File: src/rtl/ddr2_bcs_pkg.sv
package ddr2_bcs_pkg;

  // widest aligned block: 8 elements
  localparam int BLK_W = 3;

  typedef enum logic {
    BT_SEQ = 1'b0,
    BT_ILV = 1'b1
  } btype_e;

  typedef enum logic [1:0] {
    BLC_2  = 2'd0,
    BLC_4  = 2'd1,
    BLC_8  = 2'd2,
    BLC_8R = 2'd3
  } blen_e;

  // bits of the in-block offset that the length code lets move
  function automatic logic [BLK_W-1:0] blk_mask(blen_e len);
    case (len)
      BLC_2:   blk_mask = 3'b001;
      BLC_4:   blk_mask = 3'b011;
      default: blk_mask = 3'b111;
    endcase
  endfunction

  function automatic logic [BLK_W-1:0] final_beat(blen_e len);
    case (len)
      BLC_2:   final_beat = 3'd1;
      BLC_4:   final_beat = 3'd3;
      default: final_beat = 3'd7;
    endcase
  endfunction

endpackage

File: src/rtl/bcs_beat_ctrl.sv
module bcs_beat_ctrl
  import ddr2_bcs_pkg::*;
#(
  parameter int COL_W = 10
) (
  input  logic             clk,
  input  logic             rst_n,
  input  logic             start_i,
  input  logic [COL_W-1:0] col_i,
  input  blen_e            len_i,
  input  btype_e           type_i,
  output logic             active_o,
  output logic             last_o,
  output logic [BLK_W-1:0] beat_o,
  output logic [COL_W-1:0] base_o,
  output blen_e            len_o,
  output btype_e           type_o
);

  logic             active_q, active_d;
  logic [BLK_W-1:0] beat_q, beat_d;
  logic [COL_W-1:0] base_q;
  blen_e            len_q;
  btype_e           type_q;
  logic             accept;
  logic             at_end;

  assign accept = start_i & ~active_q;
  assign at_end = active_q & (beat_q == final_beat(len_q));

  // next state
  always_comb begin
    active_d = active_q;
    beat_d   = beat_q;
    if (accept) begin
      active_d = 1'b1;
      beat_d   = '0;
    end else if (active_q) begin
      if (at_end) begin
        active_d = 1'b0;
        beat_d   = '0;
      end else begin
        beat_d = beat_q + 1'b1;
      end
    end
  end

  // state registers
  always_ff @(posedge clk or negedge rst_n) begin
    if (!rst_n) begin
      active_q <= 1'b0;
      beat_q   <= '0;
    end else begin
      active_q <= active_d;
      beat_q   <= beat_d;
    end
  end

  // request capture, enabled by accept only
  always_ff @(posedge clk or negedge rst_n) begin
    if (!rst_n) begin
      base_q <= '0;
      len_q  <= BLC_2;
      type_q <= BT_SEQ;
    end else if (accept) begin
      base_q <= col_i;
      len_q  <= len_i;
      type_q <= type_i;
    end
  end

  assign active_o = active_q;
  assign last_o   = at_end;
  assign beat_o   = beat_q;
  assign base_o   = base_q;
  assign len_o    = len_q;
  assign type_o   = type_q;

  AST_BEAT_STEP: assert property (@(posedge clk) disable iff (!rst_n)
    (active_q && !at_end) |=> (active_q && beat_q == $past(beat_q) + 1'b1));

  AST_CFG_HELD: assert property (@(posedge clk) disable iff (!rst_n)
    (active_q && !at_end) |=> ($stable(len_q) && $stable(type_q)));

  AST_STROBE_IGNORED: assert property (@(posedge clk) disable iff (!rst_n)
    (start_i && active_q) |=> $stable(base_q));

endmodule

File: src/rtl/bcs_offset_gen.sv
module bcs_offset_gen
  import ddr2_bcs_pkg::*;
#(
  parameter int COL_W = 10
) (
  input  logic [COL_W-1:0] base_i,
  input  logic [BLK_W-1:0] beat_i,
  input  blen_e            len_i,
  input  btype_e           type_i,
  output logic [COL_W-1:0] col_o
);

  logic [BLK_W-1:0] seq_off;
  logic [BLK_W-1:0] ilv_off;
  logic [BLK_W-1:0] off;
  logic [BLK_W-1:0] mask;

  always_comb begin
    // sequential: count mod 4 in low pair, half-block flips after beat 3
    seq_off[1:0] = base_i[1:0] + beat_i[1:0];
    seq_off[2]   = base_i[2] ^ beat_i[2];
    ilv_off      = base_i[BLK_W-1:0] ^ beat_i;
    off          = (type_i == BT_ILV) ? ilv_off : seq_off;
    mask         = blk_mask(len_i);
  end

  for (genvar i = 0; i < BLK_W; i++) begin : g_bit
    assign col_o[i] = mask[i] ? off[i] : base_i[i];
  end

  assign col_o[COL_W-1:BLK_W] = base_i[COL_W-1:BLK_W];

endmodule

File: src/rtl/ddr2_burst_colseq.sv
module ddr2_burst_colseq
  import ddr2_bcs_pkg::*;
#(
  parameter int COL_W = 10
) (
  input  logic             clk,
  input  logic             rst_n,
  input  logic             start_i,
  input  logic [COL_W-1:0] start_col_i,
  input  logic [1:0]       burst_len_i,
  input  logic             burst_type_i,
  output logic [COL_W-1:0] col_o,
  output logic             valid_o,
  output logic             last_o,
  output logic             busy_o
);

  logic             active;
  logic             at_end;
  logic [BLK_W-1:0] beat;
  logic [COL_W-1:0] base;
  blen_e            len_cur;
  btype_e           type_cur;

  bcs_beat_ctrl #(.COL_W(COL_W)) u_ctrl (
    .clk      (clk),
    .rst_n    (rst_n),
    .start_i  (start_i),
    .col_i    (start_col_i),
    .len_i    (blen_e'(burst_len_i)),
    .type_i   (btype_e'(burst_type_i)),
    .active_o (active),
    .last_o   (at_end),
    .beat_o   (beat),
    .base_o   (base),
    .len_o    (len_cur),
    .type_o   (type_cur)
  );

  bcs_offset_gen #(.COL_W(COL_W)) u_off (
    .base_i (base),
    .beat_i (beat),
    .len_i  (len_cur),
    .type_i (type_cur),
    .col_o  (col_o)
  );

  assign valid_o = active;
  assign busy_o  = active;
  assign last_o  = at_end;

  AST_LAST_DROPS_VALID: assert property (@(posedge clk) disable iff (!rst_n)
    last_o |=> !valid_o);

  AST_LAST_NEEDS_VALID: assert property (@(posedge clk) disable iff (!rst_n)
    last_o |-> valid_o);

  AST_UPPER_FIXED: assert property (@(posedge clk) disable iff (!rst_n)
    (valid_o && $past(valid_o)) |-> $stable(col_o[COL_W-1:BLK_W]));

  AST_FIRST_BEAT: assert property (@(posedge clk) disable iff (!rst_n)
    $rose(valid_o) |-> (col_o == $past(start_col_i)));

endmodule

File: config.mk
export PLATFORM = sky130hd
export DESIGN_NAME = ddr2_burst_colseq
export DESIGN_NICKNAME = d
export VERILOG_FILES = /design/src/rtl/ddr2_bcs_pkg.sv /design/src/rtl/bcs_beat_ctrl.sv /design/src/rtl/bcs_offset_gen.sv /design/src/rtl/ddr2_burst_colseq.sv
export SDC_FILE = /design/constraint.sdc
export NUM_CORES = 1
export LEC_CHECK = 0
export BUFFER_PORTS_ARGS = -buffer_cell sky130_fd_sc_hd__buf_4
export CORE_MARGIN = 2
export CORE_UTILIZATION = 35
export CTS_BUF_LIST = sky130_fd_sc_hd__clkbuf_16
export CTS_CLUSTER_SIZE = 10
export DETAILED_ROUTE_END_ITERATION = 8
export GPL_TIMING_DRIVEN = 0
export PLACE_DENSITY_LB_ADDON = 0.12
export SETUP_SLACK_MARGIN = 0.2
export SLEW_MARGIN = 10
export SYNTH_ARGS = -nofsm -noshare
export SYNTH_HDL_FRONTEND = slang
export SYNTH_HIERARCHICAL = 1
export SYNTH_SLANG_ARGS = --single-unit
export TNS_END_PERCENT = 5
File: constraint.sdc
create_clock -name clk -period 1.2 [get_ports clk]
set_input_delay 0.24 -clock clk [delete_from_list [all_inputs] [get_ports clk]]
set_output_delay 0.24 -clock clk [all_outputs]
set_load 0.05 [all_outputs]
==> flow_summary.yaml <==
yosys:
  yosysTopAreaCellShare_pct: 46.1
  syn_area_um2: 922
  synth.net_count: 88
  synth-adder-area-share_pct: 2.71
  synth-xor-area-share_pct: 2.85
  yosysSeqAreaShare_pct: 46.1
  synth_area_per_cell_um2: 13.2
  synthSimpleGateAreaFrac_pct: 11.1
  synth_area_leaders: "dfrtp_1 (46%), mux2_4 (18%), buf_4 (6.5%)"
  synthCells: 70
  synth_top_family_by_area: "multiplexers"
  synth_compound_area_share_pct: 5.29
  synth_top_cell_by_area: "dfrtp_1"
  synth.area.mux_share_pct: 22.8
  synth.distinct_cells: 23
  synth_warnings: 6
  ys_seq_elements: 17
finish:
  final_common_cell: "buf_4"
  drive_gt1_share_pct: 67.3
  diodes: 0
  nets: 123
  syn2layout_area_growth_pct: 52.0
  final_cell_mix: "buf_4 (18), dfrtp_1 (13), buf_6 (12)"
  final_area_mm2: 0.00140
routing:
  drtIter0Drc: 13
  drc_errors: 0
  firstDrtPassIters: 4
  vias_per_cell: 4.66
  wirelength_mm: 1.68
  ant_nets: 0
  via_count: 625
  wire_per_inst_um: 12.5
setup_path:
  critPathMaxStageDelay_ns: 0.38
  r2r_cells: 3
  path_class: "reg2out"
  worstPathRequired_ns: 0.96
  crit_buf_inv: 1
  end_kind: "output port"
  crit_slowest_cell: "dfrtp_1"
  path_delay_family: "flip-flops"
  crit_path_start_kind: "flop"
  critPathMaxFanout: 3
  crit_cells: 5
  crit_path_cell_trace: "ha_1, nor2b_4, mux2_4, o211ai_4, buf_6"
  arrival_ns: 1.54
clock_tree:
  clk_latency_ns: 0.25
  path_clk_slew_ns: 0.05
  htreeDepth: 1
  numClockSinks: 17
  clockRootBuffer: "clkbuf_16"
  numCtsBuffers: 3
  cts_tree: "done"
  clk_path_buf_depth: 2
timing:
  min_period_ns: 1.78
  max_freq_mhz: 561
  tightest_slew_ns: 0.247
  finalSetupViolCount: 15
  rsz0062_at_grt: "true"
  hold_viol_final: 0
  worst_clock_skew_ns: 0.00370
  slew_viol_final: 0
  setup_ws_ns: -0.583
  timing.final.crit_share_pct: 149
  slew_headroom_pct: 83.5
placed_design:
  io_buffer_count: 28
  place.gp.congestion: 0.744
  dpl.hpwl_mm: 1.22
  placed_area_mm2: 0.00119
grt:
  grt_overflow: 0
  grt_pass1_wl_mm: 2.97
  grt_pass1_vias: 654
  antenna_found_initial: 0
  track_usage_pct: 12.5
  grt_max_degree: 18
die:
  die_y_um: 55.3
  pin_count: 29
  num_rows: 18
  dieArea_mm2: 0.00306
  dieWidth_um: 55.3
  initial_core_util_pct: 37.2
  core-area_mm2: 0.00248
outcome:
  status: "finished with violations"
  violations: "negative setup slack"
min_path:
  hold_path_class: "in2reg"
  whs_path_depth: 2
run:
  maxCapViolCount: 0
## worst paths after layout
check | startpoint | endpoint | slack, ns
max | u_ctrl/beat_o[0] | col_o[1] | -0.58
min | start_col_i[0] | u_ctrl/base_o[0] | 0.22
max reg2reg | u_ctrl/active_o | u_ctrl/base_o[8] | -0.08
min reg2reg | u_ctrl/base_o[0] | u_ctrl/base_o[0] | 0.52
max in group asynchronous | rst_n | u_ctrl/beat_o[2] | 0.60
min in group asynchronous | rst_n | u_ctrl/base_o[1] | 0.39
## cells in the mapped netlist (all sizes together)
master / count
and2: 1
a211o: 1
a21oi: 1
clkbuf: 1
nand2: 7
ha: 2
buf: 9
nor2b: 2
nand4: 1
dfrtp: 17
nor3b: 1
nand3: 1
xnor2: 3
mux2: 15
o21bai: 1
a21bo: 1
nand2b: 1
o21ai: 1
nor2: 2
o211ai: 1
nand4b: 1
## cell families after synthesis
kind of cell	count (synthesis)
AO/OA/AOI/OAI	6
XOR/XNOR	3
adder cells (fa/ha/maj)	2
buffers and inverters	10
flip-flops	17
multiplexers	15
AND/OR/NAND/NOR	17
## sequential cells by signal (all words and copies together) (netlist names)
name / count
u_ctrl/active_o: 1
u_ctrl/base_o: 10
u_ctrl/beat_o: 3
u_ctrl/len_o: 2
u_ctrl/type_o: 1
## metrics by stage
| step | TNS [ns] | setup slack (ns) | hold WS, ns | util (%) | instances |
|---|---|---|---|---|---|
| 3_5_place_dp | -1.55 | -0.415 | 0.121 | 48.2 | 128 |
| 4_1_cts | -2.43 | -0.598 | 0.216 | 56.3 | 134 |
| 6_report | -2.23 | -0.583 | 0.219 | 56.6 | 134 |
| 3_3_place_gp | -1.40 | -0.405 | 0.123 | 48.2 | 128 |
| 5_1_grt | -3.02 | -0.647 | 0.213 | 56.6 | 134 |
| 2_1_floorplan | -1.85 | -0.250 | -0.0556 | - | 70 |
## worst register-to-register path, cell delays in order, from the launching register on
cell and delay [ns]:
dfrtp_2 0.47, nor2b_4 0.21, buf_12 0.17, mux2_4 0.30
## layout make-up
cell class,count,area (um2)
Clock buffer,3,75.1
Timing Repair Buffer,30,299
Buffer,10,111
Sequential cell,17,430
Tap cell,30,37.5
Clock inverter,1,3.75
Fill cell,233,1080
Multi-Input combinational cell,43,444
## per-layer routing
| metal | wire length (um) | part of all wire (%) | GRT usage (%) |
|---|---|---|---|
| met3 | 89 | 5.3 | 5.15 |
| met4 | 10 | 0.60 | 3.14 |
| met1 | 709 | 42 | 15.9 |
| met5 | 0 | 0 | 0 |
| met2 | 867 | 52 | 19.6 |
## repair_timing
| action | in CTS | in global routing |
|---|---|---|
| setup endpoints to repair | 29 | 30 |
| pin swaps | 1 | 2 |
| hold buffers | 1 | 0 |
| hold endpoints to repair | 17 | 0 |
| gates resized for setup | 29 | 4 |
| buffers inserted | 1 | 0 |
Power is left out: the tool's default activity adds up to more than one toggle a clock period on the data nets, which glitch-free logic cannot reach.
